**config.mk**
```make
export PLATFORM = sky130hd
export DESIGN_NAME = spim_pin_matrix
export DESIGN_NICKNAME = d
export VERILOG_FILES = /design/src/rtl/spim_pkg.sv /design/src/rtl/spim_cfg_regs.sv /design/src/rtl/spim_port_route.sv /design/src/rtl/spim_return_sel.sv /design/src/rtl/spim_pin_matrix.sv
export SDC_FILE = /design/constraint.sdc
export NUM_CORES = 1
export LEC_CHECK = 0
export BUFFER_PORTS_ARGS = -buffer_cell sky130_fd_sc_hd__buf_4
export CAP_MARGIN = 20
export CORE_UTILIZATION = 45
export DETAILED_ROUTE_END_ITERATION = 16
export PLACE_DENSITY = 0.9
export SLEW_MARGIN = 20
export SYNTH_ARGS = -nofsm -noshare
export SYNTH_HDL_FRONTEND = slang
export SYNTH_SLANG_ARGS = --single-unit
export TNS_END_PERCENT = 10
```
**constraint.sdc**
```tcl
create_clock -name clk -period 3.8 [get_ports clk]
set_input_delay 0.76 -clock clk [delete_from_list [all_inputs] [get_ports clk]]
set_output_delay 0.76 -clock clk [all_outputs]
set_load 0.005 [all_outputs]
```
**src/rtl/spim_pkg.sv**
```systemverilog
package spim_pkg;
  localparam int NPORT = 2;
  localparam int NCTL  = 2;
  localparam int REG_W = 32;
  localparam int LANE  = 8;
  localparam int NIB   = 4;

  localparam logic [REG_W-1:0] PORT_WMASK = 32'h0707_0333;
  localparam logic [REG_W-1:0] MODE_WMASK = 32'h0000_0001;
  localparam logic [REG_W-1:0] PORT0_INIT = 32'h0301_0111;
  localparam logic [REG_W-1:0] PORT1_INIT = 32'h0705_0333;

  typedef struct packed {
    logic [1:0] src;
    logic       en;
  } nib_cfg_t;

  typedef struct packed {
    nib_cfg_t hi;
    nib_cfg_t lo;
    logic     cs_src;
    logic     cs_en;
    logic     dqs_src;
    logic     dqs_en;
    logic     clk_src;
    logic     clk_en;
  } port_cfg_t;

  function automatic port_cfg_t word_to_cfg(input logic [REG_W-1:0] w);
    port_cfg_t c;
    logic [REG_W-1:0] m;
    m = w & PORT_WMASK;
    c.hi.src  = m[26:25];
    c.hi.en   = m[24];
    c.lo.src  = m[18:17];
    c.lo.en   = m[16];
    c.cs_src  = m[9];
    c.cs_en   = m[8];
    c.dqs_src = m[5];
    c.dqs_en  = m[4];
    c.clk_src = m[1];
    c.clk_en  = m[0];
    return c;
  endfunction

  function automatic logic [REG_W-1:0] cfg_to_word(input port_cfg_t c);
    logic [REG_W-1:0] w;
    w = '0;
    w[26:25] = c.hi.src;
    w[24]    = c.hi.en;
    w[18:17] = c.lo.src;
    w[16]    = c.lo.en;
    w[9]     = c.cs_src;
    w[8]     = c.cs_en;
    w[5]     = c.dqs_src;
    w[4]     = c.dqs_en;
    w[1]     = c.clk_src;
    w[0]     = c.clk_en;
    return w;
  endfunction
endpackage

```
**src/rtl/spim_cfg_regs.sv**
```systemverilog
module spim_cfg_regs
  import spim_pkg::*;
#(
  parameter int ADDR_W = 4
) (
  input  logic                  clk,
  input  logic                  rst,
  input  logic                  we,
  input  logic [ADDR_W-1:0]     addr,
  input  logic [REG_W-1:0]      wdata,
  input  logic [NCTL-1:0]       ctl_active,
  output logic [REG_W-1:0]      rdata,
  output logic                  mux_mode,
  output port_cfg_t [NPORT-1:0] pcfg,
  output logic                  err
);
  localparam int IDX_W = ADDR_W - 2;

  logic [IDX_W-1:0] idx;
  logic             aligned;
  logic             locked;
  logic             wr_ok;
  logic [REG_W-1:0] rd_next;

  assign idx     = addr[ADDR_W-1:2];
  assign aligned = (addr[1:0] == 2'b00);
  assign locked  = |ctl_active;
  assign wr_ok   = we && !locked && aligned;

  always_ff @(posedge clk) begin
    if (rst) begin
      mux_mode <= 1'b0;
    end else if (wr_ok && idx == '0) begin
      mux_mode <= |(wdata & MODE_WMASK);
    end
  end

  for (genvar p = 0; p < NPORT; p++) begin : g_port
    localparam logic [REG_W-1:0] INIT = (p == 0) ? PORT0_INIT : PORT1_INIT;
    always_ff @(posedge clk) begin
      if (rst) begin
        pcfg[p] <= word_to_cfg(INIT);
      end else if (wr_ok && idx == IDX_W'(p + 1)) begin
        pcfg[p] <= word_to_cfg(wdata);
      end
    end
  end

  always_ff @(posedge clk) begin
    if (rst) begin
      err <= 1'b0;
    end else if (we && locked) begin
      err <= 1'b1;
    end
  end

  always_comb begin
    rd_next = '0;
    if (aligned) begin
      if (idx == '0) begin
        rd_next = {{(REG_W-1){1'b0}}, mux_mode};
      end
      for (int p = 0; p < NPORT; p++) begin
        if (idx == IDX_W'(p + 1)) rd_next = cfg_to_word(pcfg[p]);
      end
    end
  end

  always_ff @(posedge clk) begin
    if (rst) rdata <= '0;
    else     rdata <= rd_next;
  end
endmodule

```
**src/rtl/spim_port_route.sv**
```systemverilog
module spim_port_route
  import spim_pkg::*;
(
  input  port_cfg_t              cfg,
  input  logic                   mux_mode,
  input  logic [NCTL-1:0]        ctl_clk,
  input  logic [NCTL-1:0]        ctl_clk_n,
  input  logic [NCTL-1:0]        ctl_cs_n,
  input  logic [NCTL-1:0]        ctl_dqs_o,
  input  logic [NCTL-1:0]        ctl_dqs_oe,
  input  logic [NCTL*LANE-1:0]   ctl_io_o,
  input  logic [NCTL*LANE-1:0]   ctl_io_oe,
  input  logic                   shr_clk,
  input  logic                   shr_clk_n,
  input  logic                   shr_dqs_o,
  input  logic                   shr_dqs_oe,
  input  logic [LANE-1:0]        shr_io_o,
  input  logic [LANE-1:0]        shr_io_oe,
  output logic                   pad_clk,
  output logic                   pad_clk_n,
  output logic                   pad_clk_oe,
  output logic                   pad_cs_n,
  output logic                   pad_cs_oe,
  output logic                   pad_dqs_o,
  output logic                   pad_dqs_oe,
  output logic [LANE-1:0]        pad_io_o,
  output logic [LANE-1:0]        pad_io_oe
);
  logic clk_live;
  logic dqs_live;

  for (genvar g = 0; g < 2; g++) begin : g_nib
    nib_cfg_t nc;
    assign nc = (g == 1) ? cfg.hi : cfg.lo;
    always_comb begin
      pad_io_o[g*NIB +: NIB]  = '0;
      pad_io_oe[g*NIB +: NIB] = '0;
      if (nc.en) begin
        if (mux_mode) begin
          if (!nc.src[1]) begin
            pad_io_o[g*NIB +: NIB]  = shr_io_o[{nc.src[0], 2'b00} +: NIB];
            pad_io_oe[g*NIB +: NIB] = shr_io_oe[{nc.src[0], 2'b00} +: NIB];
          end
        end else begin
          pad_io_o[g*NIB +: NIB]  = ctl_io_o[{nc.src, 2'b00} +: NIB];
          pad_io_oe[g*NIB +: NIB] = ctl_io_oe[{nc.src, 2'b00} +: NIB];
        end
      end
    end
  end

  assign clk_live = cfg.clk_en && !(mux_mode && cfg.clk_src);
  assign dqs_live = cfg.dqs_en && !(mux_mode && cfg.dqs_src);

  always_comb begin
    pad_clk    = 1'b0;
    pad_clk_n  = 1'b1;
    pad_clk_oe = clk_live;
    if (clk_live) begin
      pad_clk   = mux_mode ? shr_clk   : ctl_clk[cfg.clk_src];
      pad_clk_n = mux_mode ? shr_clk_n : ctl_clk_n[cfg.clk_src];
    end
  end

  always_comb begin
    pad_dqs_o  = 1'b0;
    pad_dqs_oe = 1'b0;
    if (dqs_live) begin
      pad_dqs_o  = mux_mode ? shr_dqs_o  : ctl_dqs_o[cfg.dqs_src];
      pad_dqs_oe = mux_mode ? shr_dqs_oe : ctl_dqs_oe[cfg.dqs_src];
    end
  end

  assign pad_cs_n  = cfg.cs_en ? ctl_cs_n[cfg.cs_src] : 1'b1;
  assign pad_cs_oe = cfg.cs_en;
endmodule

```
**src/rtl/spim_return_sel.sv**
```systemverilog
module spim_return_sel
  import spim_pkg::*;
(
  input  nib_cfg_t [NPORT-1:0]     hi_cfg,
  input  nib_cfg_t [NPORT-1:0]     lo_cfg,
  input  logic [NPORT-1:0]         dqs_en,
  input  logic [NPORT-1:0]         dqs_src,
  input  logic                     mux_mode,
  input  logic [NPORT*LANE-1:0]    pad_io_i,
  input  logic [NPORT-1:0]         pad_dqs_i,
  output logic [NCTL*LANE-1:0]     ctl_io_i,
  output logic [NCTL-1:0]          ctl_dqs_i,
  output logic [LANE-1:0]          shr_io_i,
  output logic                     shr_dqs_i
);
  localparam int NCODE = NCTL * 2;

  logic [NCODE*NIB-1:0] code_val;
  logic [NCTL-1:0]      dqs_val;

  // Walk ports from highest to lowest so the lowest match is written last.
  always_comb begin
    code_val = '0;
    for (int k = 0; k < NCODE; k++) begin
      for (int p = NPORT - 1; p >= 0; p--) begin
        if (hi_cfg[p].en && hi_cfg[p].src == 2'(k))
          code_val[k*NIB +: NIB] = pad_io_i[p*LANE + NIB +: NIB];
        if (lo_cfg[p].en && lo_cfg[p].src == 2'(k))
          code_val[k*NIB +: NIB] = pad_io_i[p*LANE +: NIB];
      end
    end
  end

  always_comb begin
    dqs_val = '0;
    for (int s = 0; s < NCTL; s++) begin
      for (int p = NPORT - 1; p >= 0; p--) begin
        if (dqs_en[p] && dqs_src[p] == 1'(s)) dqs_val[s] = pad_dqs_i[p];
      end
    end
  end

  assign ctl_io_i  = mux_mode ? '0 : code_val;
  assign shr_io_i  = mux_mode ? code_val[LANE-1:0] : '0;
  assign ctl_dqs_i = mux_mode ? '0 : dqs_val;
  assign shr_dqs_i = mux_mode ? dqs_val[0] : 1'b0;
endmodule

```
**src/rtl/spim_pin_matrix.sv**
```systemverilog
module spim_pin_matrix
  import spim_pkg::*;
#(
  parameter int ADDR_W = 4
) (
  input  logic                  clk,
  input  logic                  rst,
  input  logic                  reg_we,
  input  logic [ADDR_W-1:0]     reg_addr,
  input  logic [31:0]           reg_wdata,
  output logic [31:0]           reg_rdata,
  output logic                  cfg_err,
  input  logic [1:0]            ctl_active,
  input  logic [1:0]            ctl_clk,
  input  logic [1:0]            ctl_clk_n,
  input  logic [1:0]            ctl_cs_n,
  input  logic [1:0]            ctl_dqs_o,
  input  logic [1:0]            ctl_dqs_oe,
  output logic [1:0]            ctl_dqs_i,
  input  logic [15:0]           ctl_io_o,
  input  logic [15:0]           ctl_io_oe,
  output logic [15:0]           ctl_io_i,
  input  logic                  shr_clk,
  input  logic                  shr_clk_n,
  input  logic                  shr_dqs_o,
  input  logic                  shr_dqs_oe,
  output logic                  shr_dqs_i,
  input  logic [7:0]            shr_io_o,
  input  logic [7:0]            shr_io_oe,
  output logic [7:0]            shr_io_i,
  output logic [1:0]            pad_clk,
  output logic [1:0]            pad_clk_n,
  output logic [1:0]            pad_clk_oe,
  output logic [1:0]            pad_cs_n,
  output logic [1:0]            pad_cs_oe,
  output logic [1:0]            pad_dqs_o,
  output logic [1:0]            pad_dqs_oe,
  input  logic [1:0]            pad_dqs_i,
  output logic [15:0]           pad_io_o,
  output logic [15:0]           pad_io_oe,
  input  logic [15:0]           pad_io_i
);
  port_cfg_t [NPORT-1:0] pcfg;
  nib_cfg_t  [NPORT-1:0] hi_cfg;
  nib_cfg_t  [NPORT-1:0] lo_cfg;
  logic      [NPORT-1:0] dqs_en;
  logic      [NPORT-1:0] dqs_src;
  logic                  mux_mode;

  spim_cfg_regs #(.ADDR_W(ADDR_W)) u_regs (
    .clk        (clk),
    .rst        (rst),
    .we         (reg_we),
    .addr       (reg_addr),
    .wdata      (reg_wdata),
    .ctl_active (ctl_active),
    .rdata      (reg_rdata),
    .mux_mode   (mux_mode),
    .pcfg       (pcfg),
    .err        (cfg_err)
  );

  for (genvar p = 0; p < NPORT; p++) begin : g_route
    assign hi_cfg[p]  = pcfg[p].hi;
    assign lo_cfg[p]  = pcfg[p].lo;
    assign dqs_en[p]  = pcfg[p].dqs_en;
    assign dqs_src[p] = pcfg[p].dqs_src;

    spim_port_route u_route (
      .cfg        (pcfg[p]),
      .mux_mode   (mux_mode),
      .ctl_clk    (ctl_clk),
      .ctl_clk_n  (ctl_clk_n),
      .ctl_cs_n   (ctl_cs_n),
      .ctl_dqs_o  (ctl_dqs_o),
      .ctl_dqs_oe (ctl_dqs_oe),
      .ctl_io_o   (ctl_io_o),
      .ctl_io_oe  (ctl_io_oe),
      .shr_clk    (shr_clk),
      .shr_clk_n  (shr_clk_n),
      .shr_dqs_o  (shr_dqs_o),
      .shr_dqs_oe (shr_dqs_oe),
      .shr_io_o   (shr_io_o),
      .shr_io_oe  (shr_io_oe),
      .pad_clk    (pad_clk[p]),
      .pad_clk_n  (pad_clk_n[p]),
      .pad_clk_oe (pad_clk_oe[p]),
      .pad_cs_n   (pad_cs_n[p]),
      .pad_cs_oe  (pad_cs_oe[p]),
      .pad_dqs_o  (pad_dqs_o[p]),
      .pad_dqs_oe (pad_dqs_oe[p]),
      .pad_io_o   (pad_io_o[p*LANE +: LANE]),
      .pad_io_oe  (pad_io_oe[p*LANE +: LANE])
    );
  end

  spim_return_sel u_ret (
    .hi_cfg    (hi_cfg),
    .lo_cfg    (lo_cfg),
    .dqs_en    (dqs_en),
    .dqs_src   (dqs_src),
    .mux_mode  (mux_mode),
    .pad_io_i  (pad_io_i),
    .pad_dqs_i (pad_dqs_i),
    .ctl_io_i  (ctl_io_i),
    .ctl_dqs_i (ctl_dqs_i),
    .shr_io_i  (shr_io_i),
    .shr_dqs_i (shr_dqs_i)
  );
endmodule

```
**Word-level counts from Yosys, hierarchy flattened**

Index checks and enable logic that the tools add are counted.

- Memory bits (writable): 0
- Latch bits: 0
- Output and inout port bits: 106
- Memories kept: 0
- Flip-flop bits (word level): 58
- Logic and storage cells: 200
- Bits in read-only memories: 0

- Multiplexer cells: 89
- Equality and inequality tests: 14
- Bitwise gates (word level): 3
- Divide/modulo/power cells: 0
- Shift-type cells: 16
- $mul: 0
- Reduce and logical (&&, ||, !) cells: 48
- Add/sub/neg operators: 0
- Order comparisons: 6

Operators with widths:

| kind | count |
|---|---|
| $mux W4 | 40 |
| $shiftx A16 B5 Y4 | 8 |
| $shiftx A8 B4 Y4 | 8 |
| $mux W27 | 2 |
| $mux W1 | 44 |
| $logic_and A1 B1 Y1 | 34 |
| $eq A2 B2 Y1 const B | 9 |
| $mux W16 | 1 |
| $logic_not A2 Y1 | 6 |
| $lt A1 B2 Y1 const B | 6 |
| $eq A2 B1 Y1 const B | 5 |
| $mux W8 | 1 |
| $logic_not A1 Y1 | 5 |
| $reduce_or A2 Y1 | 2 |
| $reduce_or A4 Y1 | 1 |
| $not A1 Y1 | 3 |
| $mux W2 | 1 |

**Logic depth before layout (Yosys ltp)**

Gate-level depths: netlist of the first run.

- Word-level depth: 7
- Depth in mapped cells: 7

**Cells and area by module**

Synthesis of the first run repeated with hierarchy kept, for this count alone.

- Cells, all modules: 510
- Area total of the unflattened synthesis: 4349.2 um^2

By module, submodules not included:

| module | cells an instance | seq. area each (um^2) | instances | area each (um^2) |
|---|---|---|---|---|
| spim_port_route | 115 | 0.0 | 2 | 982.2 |
| spim_cfg_regs | 174 | 760.7 | 1 | 1670.4 |
| spim_return_sel | 106 | 0.0 | 1 | 714.4 |

**Worst setup path after synthesis of the first run**

OpenSTA, ideal clock, no wires.

- Path kind: input to output
- Start point: in pad_io_i[14]
- End point: out ctl_io_i[14]
- Data arrival time: 1411 ps
- Stages: 4
- Path slack: 1629 ps
- Path buffers: 0
- Path through: nand2_1 > o311ai_0 > o211ai_1 > a21oi_1

- Longest elaborated chain between the ends: 5

RTL lines:

| what | line | text |
|---|---|---|
| start: declaration | spim_pin_matrix.sv:41 | `input logic [15:0] pad_io_i` |
| $mux W4 | spim_return_sel.sv:26 | `if (hi_cfg[p].en && hi_cfg[p].src == 2'(k))` |
| $mux W4 | spim_return_sel.sv:28 | `if (lo_cfg[p].en && lo_cfg[p].src == 2'(k))` |
| $mux W4 | spim_return_sel.sv:26 |  |
| $mux W4 | spim_return_sel.sv:28 |  |
| $mux W16 | spim_return_sel.sv:43 | `assign ctl_io_i = mux_mode ? '0 : code_val;` |
| end: declaration | spim_pin_matrix.sv:22 | `output logic [15:0] ctl_io_i,` |

No other way between the ends.

**Final worst setup path of the first run**

- Start point: reg, netlist name u_regs.pcfg[23]
- End point: out ctl_io_i[14]

- Longest elaborated chain between the ends: 7

RTL lines:

| what | line |
|---|---|
| $eq A2 B2 Y1 | spim_return_sel.sv:26 |
| $logic_and A1 B1 Y1 | spim_return_sel.sv:26 |
| $mux W4 | spim_return_sel.sv:26 |
| $mux W4 | spim_return_sel.sv:28 |
| $mux W4 | spim_return_sel.sv:26 |
| $mux W4 | spim_return_sel.sv:28 |
| $mux W16 | spim_return_sel.sv:43 |

No other way between the ends.

==> metrics.md, run 1 <==
| Metric | Value |
|---|---|
| Seq cells post-synth | 38 |
| Fmax | 0.319 GHz |
| First-pass GRT wire length | 22200 um |
| Critical path's top delay family | flip-flops |
| Final setup TNS | 0 ns |
| Vias in the first global route | 4502 |
| CTS H-tree depth | 2 |
| DIE HEIGHT | 99.7 um |
| CTS Buf Count | 5 |
| Worst setup margin | 0.666 ns |
| Area occupied by multi-input gates | 2990 um^2 |
| Yosys warns | 0 |
| PostCTS Resize Cnt | 0 |
| Worst Path Max Fanout | 15 |
| Layout cell share with drive strength beyond 1 | 36.3% |
| Unique masters post-synth | 48 |
| 1st-pass router iterations | 6 |
| Root buffer cell | clkbuf_8 |
| WP buf/inv | 1 |
| Asr flop ratio synth | 0% |
| DR WL/cell | 18.1 um |
| Total track usage | 28.3% |
| Max Slew Vio Count | 0 |
| Hold buffers post-CTS | 0 |
| Initial antenna violation count | 0 |
| Final Cycle Share | 82.5% |
| Leading area contributor after synthesis | dfxtp_1 |
| Ys flop type | dfxtp_1 |
| Largest net degree at the start of global routing | 45 |
| CP cell instances | nand2_1 -> o311ai_0 -> o211ai_1 -> a21oi_1 -> buf_4 |
| Filler cell count | 804 |
| Port Buffer Count | 186 |
| Largest cells by area after synthesis | dfxtp_1, mux4_2, mux2i_1 |
| Peak VDD IR | 0.000190 V |
| 1st-iter DRT viols | 479 |
| Via count | 4810 |
| Post-CTS setup buffer count | 0 |
| Tmin final | 3.13 ns |
| Detailed Place HPWL | 10700 um |
| Part of the Yosys area used for sequential elements | 17.7% |
| Crit. End Element | output port |
| Die X | 99.7 um |
| Ports | 227 |
| DRC | 0 |
| Core area | 9240 um^2 |
| Hold Fails Final Rpt | 0 |
| Vias per cell | 6.02 |
| Final Wtd Congestion | 0.885 |
| Arrival @ worst endpoint | 2.37 ns |
| Worst skew pair latency | 0.28 ns |
| Area delta synth->final | 30.3% |
| Total of max-cap violations | 0 |
| Top-area cell type share of the netlist area | 17.7% |
| Run status | completed |
| Pwr per Cell Area | 183 nW/um^2 |
| Required time of the critical path | 3.04 ns |
| Post-Syn Area | 4300 um^2 |
| Clk sink count | 38 |
| Rows | 35 |
| Hold crit path type | reg -> reg |
| Post-Route WL | 14400 um |
| Clock-pin slew on the worst setup and hold paths | 0.07 ns |
| Largest stage delay, worst path | 0.86 ns |
| RSZ-0062 raised after global routing | false |
| Leak | 0.00264 uW |
| Nets@finish | 790 |
| Grt total ovfl | 0 |
| Clock Skew | 0.00246 ns |
| Die Footprint | 9940 um^2 |
| Worst path slowest cell | dfxtp_1 |
| Synthesized area per cell | 8.22 um^2 |
| Max_slew headroom | 33.6% |
| Storage element area | 761 um^2 |
| Syn Inst Count | 523 |
| Initial Utilization | 46.5% |
| Pre-CTS WS | 1.07 ns |
| CP Class | reg -> out |
| Remaining antenna violation count | 0 |
| Setup violators final | 0 |
| Post-synth EDFFs | 0 |
| Worst Tran Pin Value | 0.994 ns |
| Startpoint Class | register |
| CTS tree | done |
| Longest Clk Path Bufs | 2 |
| Antenna Cells | 0 |
==> cell usage after synthesis, types with 17 or more instances <==
library cell	number
nand2_1	56
nor2_1	48
mux2i_1	43
buf_4	41
dfxtp_1	38
inv_1	34
o22ai_1	32
a21oi_1	30
mux4_2	28
nor3_1	24
buf_2	17
==> per-stage QoR <==
| step | cells | power, uW | cell area [um^2] | util (%) | hold WS (ns) |
|---|---|---|---|---|---|
| floorplan | 542 | 574 | 4370 | - | 0.442 |
| global placement | 791 | 735 | 5510 | 59.6 | 0.446 |
| detailed placement | 791 | 748 | 5510 | 59.6 | 0.450 |
| CTS | 799 | 1030 | 5600 | 60.6 | 0.461 |
| global route | 799 | 1070 | 5600 | 60.6 | 0.478 |
| finish | 799 | 1030 | 5600 | 60.6 | 0.457 |
==> worst min-delay path, stage by stage, from the launching register on <==
cell and delay (ns):
dfxtp_1 0.31, inv_1 0.05, a21oi_1 0.05
==> metal layers <==
metal | routed length, um | global-route usage, % | up-vias
met1 | 5290 | 31.3 | 2237
met4 | 350 | 11.5 | 0
met3 | 1510 | 6.68 | 50
li1 | - | - | 2185
met2 | 7300 | 51.6 | 338
met5 | 0 | 0 | -
==> cell usage in the layout, fill, tap and decap left out, drive strengths merged, types with 2 or more instances in the layout <==
master    n
a221oi    4
nand2b    2
o41ai     8
mux2      4
nor2     48
and3      2
buf     196
clkbuf    7
o22ai    32
or3       2
nor3     26
dfxtp    38
o221ai    4
o21ai     8
conb     20
a21oi    30
and2b     2
nor2b     9
a21boi    2
nand4     4
mux2i    43
o32ai     8
and3b     2
o211a     6
inv      34
a22oi    11
nand3b    2
nand2    56
o311ai    4
o211ai    4
mux4     32
nand3    10
a211oi    4
==> kinds of logic after synthesis <==
kind of cell	count (synthesis)	share of synthesized area [%]
buf+inv	110	14.4
mux	79	28.2
compound gates	125	20.0
flops	38	17.7
simple gates	170	19.6
other cells	1	0.0873
==> area by class of cell <==
class                           instances  area share (%)
Clock buffer                            7            1.54
Clock inverter                          1          0.0894
Timing Repair Buffer                  196            26.3
Tap cell                              129            2.88
Multi-Input combinational cell        394            53.4
Sequential cell                        38            13.6
Inverter                               34            2.28
==> power breakdown <==
part           switching, uW  leakage [uW]  internal [uW]  total [uW]
registers               3.45      0.000308            403         406
clock network            136     0.0000482            146         282
logic                    148       0.00229            191         339
==> flip-flops by register name, summed over array words and instances (netlist names) <==
signal	count
u_regs.rdata	12
u_regs.err	1
u_regs.pcfg	24
u_regs.mux_mode	1
==> path summary, 6_finish.rpt <==
check                  start         endpoint  slack [ns]  cells past startpoint
min reg2reg       u_regs.err       u_regs.err        0.46                      2
min               u_regs.err       u_regs.err        0.46                      2
max          u_regs.pcfg[23]     ctl_io_i[14]        0.67                      5
max reg2reg  u_regs.pcfg[19]  u_regs.pcfg[19]        2.47                      3
(Power assumes the default switching activity.)
==> inputs of run 2 (changes only) <==
- clock period: 3.8 -> 3.1 ns (I/O delays scaled with it)
==> run 2 against run 1 <==
Die area unchanged. Largest cell class unchanged. Total power up 20%. Worst hold slack worse by 0.0072 ns. Non-clock buffer count up 3. Highest routed layer unchanged. Critical path type unchanged.
==> metrics.md, run 2 (synthesized netlist as in run 1, its figures left out) <==
| Metric | Value |
|---|---|
| Final setup TNS | 0 ns |
| Hold Crit Depth | 2 |
| CTS H-tree depth | 2 |
| Worst Path Max Fanout | 12 |
| RSZ-0062 raised after global routing | false |
| Hold crit path type | reg -> reg |
| Most frequent cells in the layout | buf_4, nand2_1, nor2_1 |
| Biggest register | u_regs.pcfg |
| Die Footprint | 9940 um^2 |
| Initial antenna violation count | 0 |
| Nets@finish | 793 |
| Worst reg2reg startpoint | u_regs.pcfg[10] |
| Via count | 4774 |
| Core area | 9240 um^2 |
| Post-Route WL | 14500 um |
| PostCTS Resize Cnt | 0 |
| Max Slew Vio Count | 0 |
| Total of max-cap violations | 0 |
| Clock-pin slew on the worst setup and hold paths | 0.07 ns |
| Final cell utilization of the core | 60.7% |
| Crit. End Element | output port |
| Total track usage | 27.7% |
| Run status | completed |
| Longest Clk Path Bufs | 2 |
| Final Wtd Congestion | 0.883 |
| R2R Setup Slk | 1.94 ns |
| Most common cell after layout, fill and taps aside | buf_4 |
| Remaining antenna violation count | 0 |
| Rows | 35 |
| Setup violators final | 0 |
| Filler cell count | 811 |
| Leak | 0.00265 uW |
| 1st-iter DRT viols | 398 |
| Root buffer cell | clkbuf_8 |
| Clock Skew | 0.00388 ns |
| Hold Fails Final Rpt | 0 |
| Max_slew headroom | 48.3% |
| Post-CTS setup buffer count | 0 |
| Area delta synth->final | 30.5% |
| Grt total ovfl | 0 |
| Vias per cell | 5.96 |
| Hold_sp | u_regs.err |
| Arrival @ worst endpoint | 2.23 ns |
| CTS tree | done |
| Clk sink count | 38 |
| DIE HEIGHT | 99.7 um |
| Hold buffers post-CTS | 0 |
| Detailed Place HPWL | 10900 um |
| Tmin final | 2.85 ns |
| Largest net degree at the start of global routing | 45 |
| Peak VDD IR | 0.000212 V |
| Max reg flops | 24 |
| Port Buffer Count | 186 |
| Die X | 99.7 um |
| Reg-to-reg endpoint | u_regs.rdata[25] |
| Initial Utilization | 46.5% |
| 1st-pass router iterations | 5 |
| Layout cell share with drive strength beyond 1 | 36.3% |
| DR WL/cell | 18.1 um |
| Antenna Cells | 0 |
| Startpoint Class | register |
| Largest regs | u_regs.pcfg x24, u_regs.rdata x12 |
| Worst skew pair latency | 0.29 ns |
| Ports | 227 |
| CP Class | reg -> out |
| Worst Tran Pin Value | 0.775 ns |
| CTS Buf Count | 5 |
| DRC | 0 |
| Required time of the critical path | 2.48 ns |
| R2r worst-path depth | 3 |
| First-pass GRT wire length | 21800 um |
| Final Cycle Share | 91.8% |
| Worst Hold Path EP | u_regs.err |
| Fmax | 0.351 GHz |
| Vias in the first global route | 4472 |
| Pwr Total | 1230 uW |
| Pwr per Cell Area | 220 nW/um^2 |
-- run 2: cell types whose count changed in the layout (fill, tap and decap cells not counted) --
cell      before  now
buf_4        196  199
clkbuf_1       1    2
clkbuf_8       6    5
clkinv_2       1    0
-- run 2: per-stage QoR --
step | instance area, um^2 | std cells | worst slack (ns) | hold slack [ns]
after detailed placement | 5530 | 794 | 0.622 | 0.445
final | 5610 | 801 | 0.255 | 0.450
after CTS | 5610 | 801 | 0.311 | 0.454
after global routing | 5610 | 801 | 0.161 | 0.473
after global placement | 5530 | 794 | 0.687 | 0.445
after floorplan | 4370 | 542 | 1.20 | 0.442
-- run 2: worst max-delay path: stages (launching register included) --
cell      delay, ns
dfxtp_1        0.55
nor3b_4        0.41
nor4b_4        0.11
a221oi_1       0.52
o41ai_1        0.18
buf_4          0.17
-- run 2: how the worst max path moves through the flow --
| stage | startpoint | depth (start not counted) | to |
|---|---|---|---|
| 2_1_floorplan | u_regs.pcfg[20] | 5 | ctl_io_i[0] |
| 3_3_place_gp | u_regs.pcfg[18] | 5 | shr_io_i[0] |
| 3_5_place_dp | u_regs.pcfg[18] | 5 | ctl_io_i[2] |
| 4_1_cts | u_regs.pcfg[18] | 5 | ctl_io_i[2] |
| 5_1_grt | u_regs.pcfg[18] | 5 | ctl_io_i[2] |
| 6_report | u_regs.pcfg[18] | 5 | ctl_io_i[2] |
-- run 2: per-layer routing --
| layer | routed length (um) | up-vias | global-route usage (%) |
|---|---|---|---|
| met3 | 1450 | 30 | 4.78 |
| met1 | 5340 | 2250 | 31.2 |
| li1 | - | 2190 | - |
| met4 | 295 | 0 | 9.62 |
| met5 | 0 | - | 0 |
| met2 | 7410 | 304 | 52.1 |
-- run 2: layout make-up --
| cell class | instances | area, um^2 | share of cell area, % |
|---|---|---|---|
| flip-flops and latches | 38 | 761 | 13.6 |
| clock buffers | 7 | 76.3 | 1.36 |
| multi-input cells | 394 | 2990 | 53.3 |
| repair buffers | 199 | 1490 | 26.6 |
| inverters | 34 | 128 | 2.28 |
| well taps | 129 | 161 | 2.88 |
-- run 2: power breakdown --
part / leakage, uW / switching [uW] / internal, uW
sequential: 0.000308 / 3.66 / 494
combinational: 0.00230 / 182 / 235
clock: 0.0000383 / 163 / 155
